`src/rtl/qfifo_pkg.sv`:
```
package qfifo_pkg;

    localparam int QF_DATA_W     = 32;
    localparam int QF_DEPTH_LOG2 = 6;

    typedef enum logic [1:0] {
        LVL_Q0 = 2'b00,
        LVL_Q1 = 2'b01,
        LVL_Q2 = 2'b10,
        LVL_Q3 = 2'b11
    } level_e;

    typedef struct packed {
        logic push;
        logic pop;
    } xfer_s;

    function automatic xfer_s qualify(input logic wr, input logic rd,
                                      input logic is_full, input logic is_empty);
        xfer_s x;
        x.push = wr && !is_full;
        x.pop  = rd && !is_empty;
        return x;
    endfunction

endpackage

```
`src/rtl/qfifo_ctrl.sv`:
```
module qfifo_ctrl
    import qfifo_pkg::*;
#(
    parameter int AW = QF_DEPTH_LOG2
) (
    input  logic          clk,
    input  logic          clr,
    input  logic          wr_en,
    input  logic          rd_en,
    output xfer_s         xfer,
    output logic [AW-1:0] wr_addr,
    output logic [AW-1:0] rd_addr,
    output logic [AW:0]   count,
    output logic          full,
    output logic          empty
);
    localparam logic [AW:0] DEPTH_CNT = (AW+1)'(1) << AW;

    logic [AW-1:0] wr_q, rd_q;
    logic [AW:0]   cnt_q;

    assign full  = (cnt_q == DEPTH_CNT);
    assign empty = (cnt_q == '0);
    assign xfer  = qualify(wr_en, rd_en, full, empty);

    always_ff @(posedge clk) begin
        if (clr) begin
            wr_q  <= '0;
            rd_q  <= '0;
            cnt_q <= '0;
        end else begin
            if (xfer.push) wr_q <= wr_q + 1'b1;
            if (xfer.pop)  rd_q <= rd_q + 1'b1;
            case ({xfer.push, xfer.pop})
                2'b10:   cnt_q <= cnt_q + 1'b1;
                2'b01:   cnt_q <= cnt_q - 1'b1;
                default: cnt_q <= cnt_q;
            endcase
        end
    end

    assign wr_addr = wr_q;
    assign rd_addr = rd_q;
    assign count   = cnt_q;

endmodule

```
`src/rtl/qfifo_store.sv`:
```
module qfifo_store
    import qfifo_pkg::*;
#(
    parameter int DW = QF_DATA_W,
    parameter int AW = QF_DEPTH_LOG2
) (
    input  logic          clk,
    input  logic          clr,
    input  xfer_s         xfer,
    input  logic [AW-1:0] wr_addr,
    input  logic [AW-1:0] rd_addr,
    input  logic [DW-1:0] wr_data,
    output logic [DW-1:0] rd_data
);
    localparam int DEPTH = 1 << AW;

    logic [DW-1:0] mem [DEPTH];
    logic [DW-1:0] out_q;

    always_ff @(posedge clk) begin
        if (xfer.push && !clr) mem[wr_addr] <= wr_data;
    end

    always_ff @(posedge clk) begin
        if (clr)           out_q <= '0;
        else if (xfer.pop) out_q <= mem[rd_addr];
    end

    assign rd_data = out_q;

endmodule

```
`src/rtl/qfifo_level.sv`:
```
module qfifo_level
    import qfifo_pkg::*;
#(
    parameter int AW = QF_DEPTH_LOG2
) (
    input  logic [AW:0] count,
    output level_e      level
);
    generate
        if (AW >= 2) begin : g_wide
            always_comb begin
                if (count[AW]) level = LVL_Q3;
                else           level = level_e'(count[AW-1 -: 2]);
            end
        end else begin : g_narrow
            localparam int DEPTH = 1 << AW;
            always_comb begin
                level = level_e'(2'((int'(count) * 4) / (DEPTH + 1)));
            end
        end
    endgenerate

endmodule

```
`src/rtl/qfifo_quartile.sv`:
```
module qfifo_quartile
    import qfifo_pkg::*;
#(
    parameter int DATA_W     = QF_DATA_W,
    parameter int DEPTH_LOG2 = QF_DEPTH_LOG2
) (
    input  logic              clk,
    input  logic              clr,
    input  logic              wr_en,
    input  logic [DATA_W-1:0] wr_data,
    input  logic              rd_en,
    output logic [DATA_W-1:0] rd_data,
    output logic              full,
    output logic              empty,
    output logic [1:0]        level
);
    xfer_s                 xfer;
    logic [DEPTH_LOG2-1:0] wr_addr, rd_addr;
    logic [DEPTH_LOG2:0]   count;
    level_e                lvl;

    qfifo_ctrl #(.AW(DEPTH_LOG2)) u_ctrl (
        .clk     (clk),
        .clr     (clr),
        .wr_en   (wr_en),
        .rd_en   (rd_en),
        .xfer    (xfer),
        .wr_addr (wr_addr),
        .rd_addr (rd_addr),
        .count   (count),
        .full    (full),
        .empty   (empty)
    );

    qfifo_store #(.DW(DATA_W), .AW(DEPTH_LOG2)) u_store (
        .clk     (clk),
        .clr     (clr),
        .xfer    (xfer),
        .wr_addr (wr_addr),
        .rd_addr (rd_addr),
        .wr_data (wr_data),
        .rd_data (rd_data)
    );

    qfifo_level #(.AW(DEPTH_LOG2)) u_level (
        .count (count),
        .level (lvl)
    );

    assign level = lvl;

endmodule

```
`config.mk`:
```
export PLATFORM = sky130hd
export DESIGN_NAME = qfifo_quartile
export DESIGN_NICKNAME = d
export VERILOG_FILES = /design/src/rtl/qfifo_pkg.sv /design/src/rtl/qfifo_ctrl.sv /design/src/rtl/qfifo_store.sv /design/src/rtl/qfifo_level.sv /design/src/rtl/qfifo_quartile.sv
export SDC_FILE = /design/constraint.sdc
export NUM_CORES = 2
export LEC_CHECK = 0
export BUFFER_PORTS_ARGS = -buffer_cell sky130_fd_sc_hd__buf_2
export CAP_MARGIN = 25
export CORE_AREA = 2 2 427 429
export CTS_CLUSTER_SIZE = 25
export DETAILED_ROUTE_END_ITERATION = 12
export DIE_AREA = 0 0 429 431
export HOLD_SLACK_MARGIN = 0.15
export PLACE_DENSITY_LB_ADDON = 0.3
export SLEW_MARGIN = 30
export SYNTH_ARGS = -nofsm -noshare
export SYNTH_HDL_FRONTEND = slang
export SYNTH_SLANG_ARGS = --single-unit
export TNS_END_PERCENT = 5
```
`constraint.sdc`:
```
create_clock -name clk -period 13.5 [get_ports clk]
set_clock_uncertainty 0.15 [all_clocks]
set_input_delay 2.7 -clock clk [delete_from_list [all_inputs] [get_ports clk]]
set_output_delay 2.7 -clock clk [all_outputs]
set_load 0.02 [all_outputs]
```
* After elaboration in Yosys (flattened, before gate mapping) *
Memory sizes are Yosys's and may differ from the RTL's. A register that Yosys moved wholly into a read port is not among the register bits.
Cells that the tools add are included.

word-level totals
  bits in latches = 0
  ROM bits = 0
  output and inout port bits = 36
  bits in registers = 19
  memories kept = 1
  memory bits (writable) = 2048
  input bits = 36
  logic and storage cells = 23

memories
  memory       depth  width  rd ports  clocked after memory_dff  wr ports  line               source
  u_store.mem  64     32     1         1                         1         qfifo_store.sv:17  logic [DW-1:0] mem [DEPTH];

operators by class
  add/subtract/negate cells = 4
  div/mod/pow operators = 0
  magnitude comparators = 0
  reduce and logical (&&, ||, !) cells = 8
  equality and inequality tests = 3
  multipliers = 0
  bitwise logic cells = 0
  shift operators = 0
  muxes and demuxes = 4

operators by type and width
  kind                                                                count
  7-bit one-hot mux with 2 select lines                               1
  6-bit by 1-bit adder with 6-bit output, second input constant       2
  7-bit by 1-bit adder with 7-bit output, second input constant       1
  7-bit == test, second input constant                                1
  7-bit zero test                                                     1
  7-bit by 1-bit subtractor with 7-bit output, second input constant  1
  1-bit logical AND                                                   3
  1-bit zero test                                                     3
  2-bit by 1-bit == test with 1-bit output, second input constant     1
  2-bit == test, second input constant                                1
  1-bit 2-to-1 mux                                                    2
  2-bit 2-to-1 mux                                                    1
  2-bit nonzero test                                                  1

* Logic depth before layout (Yosys ltp) *
  depth after elaboration = 6
  mapped depth = 11
  gate-level depth less buffers = 10

* Hierarchy *
From an unflattened synthesis, not the netlist that was laid out.

second synthesis, totals
  cells, all modules = 3762
  area, all modules = 80915.1 µm²

by module, submodules not included
  module       area each (µm²)  seq. area each (µm²)  instances  cells each
  qfifo_store  79836.6          62139.6               1          3639
  qfifo_ctrl   1066.0           380.4                 1          121
  qfifo_level  12.5             0.0                   1          2

* Worst setup path after synthesis *
No wires, ideal clock.

  kind = input to register
  start = in wr_en
  end = mem u_store.mem[52][0] in the netlist's numbering, enable pin
  slack = 6.243 ns
  arrival time = 6.593 ns
  data required time = 12.837 ns
  cell stages on the path = 3
  path buffers = 0
  library setup time = 0.513 ns
  cells stage by stage = o41ai_2 or3_1 nor4b_1

on the way
  word-level cells in the longest chain between the ends = 4

RTL lines
  item                                    line                 source
  start: declaration                      qfifo_quartile.sv:9  input logic wr_en,
  1-bit logical AND                       qfifo_pkg.sv:21      x.push = wr && !is_full;
  1-bit logical AND                       qfifo_store.sv:21    if (xfer.push && !clr) mem[wr_addr] <= wr_data;
  1-bit 2-to-1 mux                        qfifo_store.sv:21
  1-bit 2-to-1 mux (not written as such)  qfifo_store.sv:21
  end: declaration                        qfifo_store.sv:17

Every way passes these cells.

* Final worst setup path *
  start = reg u_ctrl.cnt_q[1], in the netlist u_ctrl.count[1]
  end = out full

on the way
  word-level cells in the longest chain between the ends = 1

RTL lines
  item                      line                  source
  start: declaration        qfifo_ctrl.sv:20      logic [AW:0] cnt_q;
  start signal: assignment  qfifo_ctrl.sv:35      2'b10: cnt_q <= cnt_q + 1'b1;
  start signal: assignment  qfifo_ctrl.sv:36      2'b01: cnt_q <= cnt_q - 1'b1;
  start signal: assignment  qfifo_ctrl.sv:37      default: cnt_q <= cnt_q;
  7-bit == test             qfifo_ctrl.sv:22      assign full = (cnt_q == DEPTH_CNT);
  end: declaration          qfifo_quartile.sv:13  output logic full,

Every way passes these cells.

==> results.txt <==
* Starting Density: 44.7%
* Clock-pin slew on the worst setup and hold paths: 0.06 ns
* Cell variety after synth: 72
- Of all flip-flops after synthesis, the portion carrying an async set or reset was 0%.
- From synthesis to final layout, the design area changed by 13.1%.
* Total negative setup slack: 0 ns
- STA classifies the critical path endpoint as an output pin.
* Initial antenna violation count: 7
- Slew margin rel.: 26.1%
* Residual overflow from global routing: 0
- I/O pins: 72
- Result of the run: finished clean
* Instance count after placement with tap cells included: 6066
- The most used flip-flop cell after synthesis is sky130_fd_sc_hd__edfxtp_1.
- Crit Path Class: reg2out
- The congestion estimate from routability-driven global placement came to 0.845.
* Mapped Avg Cell Area: 21.8 µm²
- Layout filler cell count: 14100
- RSZ-0062 raised after global routing: no
- Hold Vio Cnt, Final: 0
* Drt initial violations: 5191
* CP required: 10.65 ns
* Fmax achieved: 189 MHz
- Total number of H-tree levels: 4
- Count of TritonRoute iterations in the first routing pass: 6
* Clock buffer depth: 3
- CTS Sinks: 2099
- For this block, the via count after detailed routing is 38800.
- Clock tree from TritonCTS: yes
* Core Region: 180000 µm²
* Count of cells resized by post-cts repair: 0
* Met3 usage in global routing: 4.38%
- Clock buffer count from CTS: 204
- Summing every instance area after synthesis gives 80500 µm².
- Worst-Skew Late Latency: 0.83 ns
* Wire length of the first global-routing pass: 290000 µm
* Area share of the largest cell type after synthesis: 76.4%
- Number of standard cells after synthesis: 3689
* Fin cells: 6442
- In this run the post-CTS setup repair buffer count came out at 0.
- Entering global routing, the biggest net connects 114 pins.
- Across the VDD grid, the largest voltage drop is 0.127 mV.
* Count of buffers inserted at the top-level ports: 71
- In the post-synthesis netlist, the biggest area contributors are sky130_fd_sc_hd__edfxtp_1 (76%), sky130_fd_sc_hd__mux4_2 (12%), sky130_fd_sc_hd__mux2i_1 (2.9%).
- Slew at the pin closest to its max-slew limit: 1.08 ns
* Power, Total: 15.0 mW
- Height of the die: 431 µm
- In this run the remaining antenna-violating nets after routing total 0.
* Combined global-route utilization of all metal layers: 22.0%
- Setup violations remaining at the end of the flow were counted as 0.
* Post-synth EDFFs: 2048
* Portion of the post-synthesis area used by sequential elements: 77.6%
- Summing all flip-flop and latch instances after layout gives 62500 µm².
- For met1 alone, demand over resource in global routing was 31.5%.
- Dividing the detail-routed via count by the number of cells gives 6.03.
- HPWL reported at the end of detailed placement: 117000 µm
* Min Tclk post-route: 5.29 ns
- Vias in the first global route: 38600
- Net count after synthesis: 3734
- Share of cells above drive strength 1: 26.6%
* Max Cap Viol: 0
- Synthesis inferred 2099 register bits.
* X dimension of the die: 429 µm
- Dominant cell type by area after synthesis: sky130_fd_sc_hd__edfxtp_1
* Die outline area: 185000 µm²
* Area of combinational cells with multiple inputs: 17400 µm²
* Static Leak: 27.7 nW
- Crit path max fanout: 7
* Worst setup SP type: flop
- For this run, global-route usage on met2 was measured as 35.0%.
- Fin. max-slew vios: 0
- DRC viols: 0
- Number of hold-repair buffers added at the cts stage: 0
- Most Used Layer, Global Route: met2
- Site row count: 156
* Layout net count: 3947
* Data arrival time at the worst-slack endpoint: 2.44 ns
- Final Core Density: 50.6%
- Synthesis warning total: 0
- Root buf cell: sky130_fd_sc_hd__clkbuf_16
* Portion of the clock cycle consumed by the worst path in the final layout: 39.2%
- Dividing total power by cell area gives a power density of 165 nW/µm².
- After detailed routing, the total wire length is 203000 µm.
- Avg WL per Cell: 31.5 µm
- The tightest min-delay check is of the reg2reg type.
-- final timing paths --
check	startpoint	end	slack (ns)	depth (start not counted)
worst max-delay path	u_ctrl.count[1]	full	8.21	3
worst min-delay path	u_store.rd_data[3]	u_store.rd_data[3]	0.31	2
worst max register to register	u_ctrl.rd_addr[1]	u_store.rd_data[16]	8.81	8
worst min register to register	u_store.rd_data[3]	u_store.rd_data[3]	0.31	2
-- state kept, by name, summed over array words and instances (netlist names) --
| signal | cells |
|---|---|
| u_ctrl.rd_addr | 6 |
| u_ctrl.wr_addr | 6 |
| u_ctrl.count | 7 |
| u_store.rd_data | 32 |
| u_store.mem | 2048 |
-- synthesized netlist by cell type, types with 7 or more instances --
master,instances
sky130_fd_sc_hd__edfxtp_1,2048
sky130_fd_sc_hd__a221o_1,8
sky130_fd_sc_hd__or3_1,7
sky130_fd_sc_hd__xnor2_1,8
sky130_fd_sc_hd__a2111oi_0,12
sky130_fd_sc_hd__a21oi_1,32
sky130_fd_sc_hd__o22a_1,10
sky130_fd_sc_hd__buf_6,14
sky130_fd_sc_hd__a211oi_1,17
sky130_fd_sc_hd__nand3_1,30
sky130_fd_sc_hd__o22ai_1,53
sky130_fd_sc_hd__buf_1,13
sky130_fd_sc_hd__a211o_1,15
sky130_fd_sc_hd__dfxtp_1,51
sky130_fd_sc_hd__o31ai_1,8
sky130_fd_sc_hd__and2_1,9
sky130_fd_sc_hd__a221oi_1,12
sky130_fd_sc_hd__a22oi_1,44
sky130_fd_sc_hd__nor2b_1,7
sky130_fd_sc_hd__a22o_1,8
sky130_fd_sc_hd__nor3_1,14
sky130_fd_sc_hd__nand2_1,79
sky130_fd_sc_hd__o221ai_1,27
sky130_fd_sc_hd__a222oi_1,8
sky130_fd_sc_hd__ha_1,8
sky130_fd_sc_hd__nand4_1,10
sky130_fd_sc_hd__buf_4,46
sky130_fd_sc_hd__o21ai_0,27
sky130_fd_sc_hd__buf_2,67
sky130_fd_sc_hd__nand3b_1,8
sky130_fd_sc_hd__nor2_1,111
sky130_fd_sc_hd__clkbuf_1,67
sky130_fd_sc_hd__mux2i_1,234
sky130_fd_sc_hd__mux4_2,435
sky130_fd_sc_hd__and3_1,10
sky130_fd_sc_hd__o21a_1,9
sky130_fd_sc_hd__mux2_2,52
sky130_fd_sc_hd__a32oi_1,10
-- layout make-up --
class | instances | share of cell area (%)
inverter | 8 | 0.0343
clock buffer | 254 | 6.03
timing repair buffer | 215 | 1.83
antenna | 2 | 0.00549
multi-input combinational | 1374 | 19.1
clock inverter | 120 | 1.10
sequential | 2099 | 68.6
tap | 2370 | 3.26
-- worst max-delay path, cell delays in order (launching register included) --
cell	delay (ns)
sky130_fd_sc_hd__dfxtp_1	0.35
sky130_fd_sc_hd__or4_1	0.78
sky130_fd_sc_hd__nor4_1	0.27
sky130_fd_sc_hd__buf_2	0.22
-- kinds of logic after synthesis --
logic type	count (synthesis)	synth area share [%]
AO/OA/AOI/OAI	324	3.04
AND/OR/NAND/NOR	307	1.79
buffers and inverters	216	1.47
adder cells (fa/ha/maj)	9	0.149
flip-flops	2099	77.6
multiplexers	721	15.8
XOR/XNOR	13	0.141
-- metrics by stage --
| stage | hold slack (ns) | setup WS, ns | instance area [µm²] |
|---|---|---|---|
| CTS | 0.311 | 8.14 | 91100 |
| floorplan | 0.332 | 6.24 | 80500 |
| detailed placement | 0.297 | 7.60 | 84600 |
| finish | 0.308 | 8.21 | 91100 |
| global placement | 0.284 | 7.47 | 84300 |
| global route | 0.324 | 8.14 | 91100 |
-- power breakdown --
part           internal [mW]  switching (mW)
combinational          0.898            1.21
sequential              7.22           0.117
clock                   3.16            2.39
total                   11.3            3.71
-- layer usage --
metal | vias to the layer above | share of wire, %
met1 | 20900 | 41
li1 | 16000 | -
met5 | - | 0
met3 | 215 | 8.4
met4 | 0 | 1.8
met2 | 1689 | 48
-- cells in the final DEF (no fill, tap or decap), drive strengths merged, types with 10 or more instances in the layout --
master	synthesis	layout
bufinv	0	15
mux4	435	435
a22oi	44	44
nand2	79	79
o221ai	27	27
dfxtp	51	51
mux2	52	52
edfxtp	2048	2048
o22a	10	10
a32oi	10	10
inv	7	15
a2111oi	13	13
nand3	31	31
a221oi	12	12
nand4	10	10
and3	10	10
a211o	15	15
clkinvlp	0	10
buf	141	215
a211oi	17	17
a21oi	32	32
o21ai	28	28
o22ai	53	53
clkbuf	67	254
mux2i	234	234
clkinv	1	88
nor2	112	112
nor3	14	14
(Power assumes the default switching activity.)
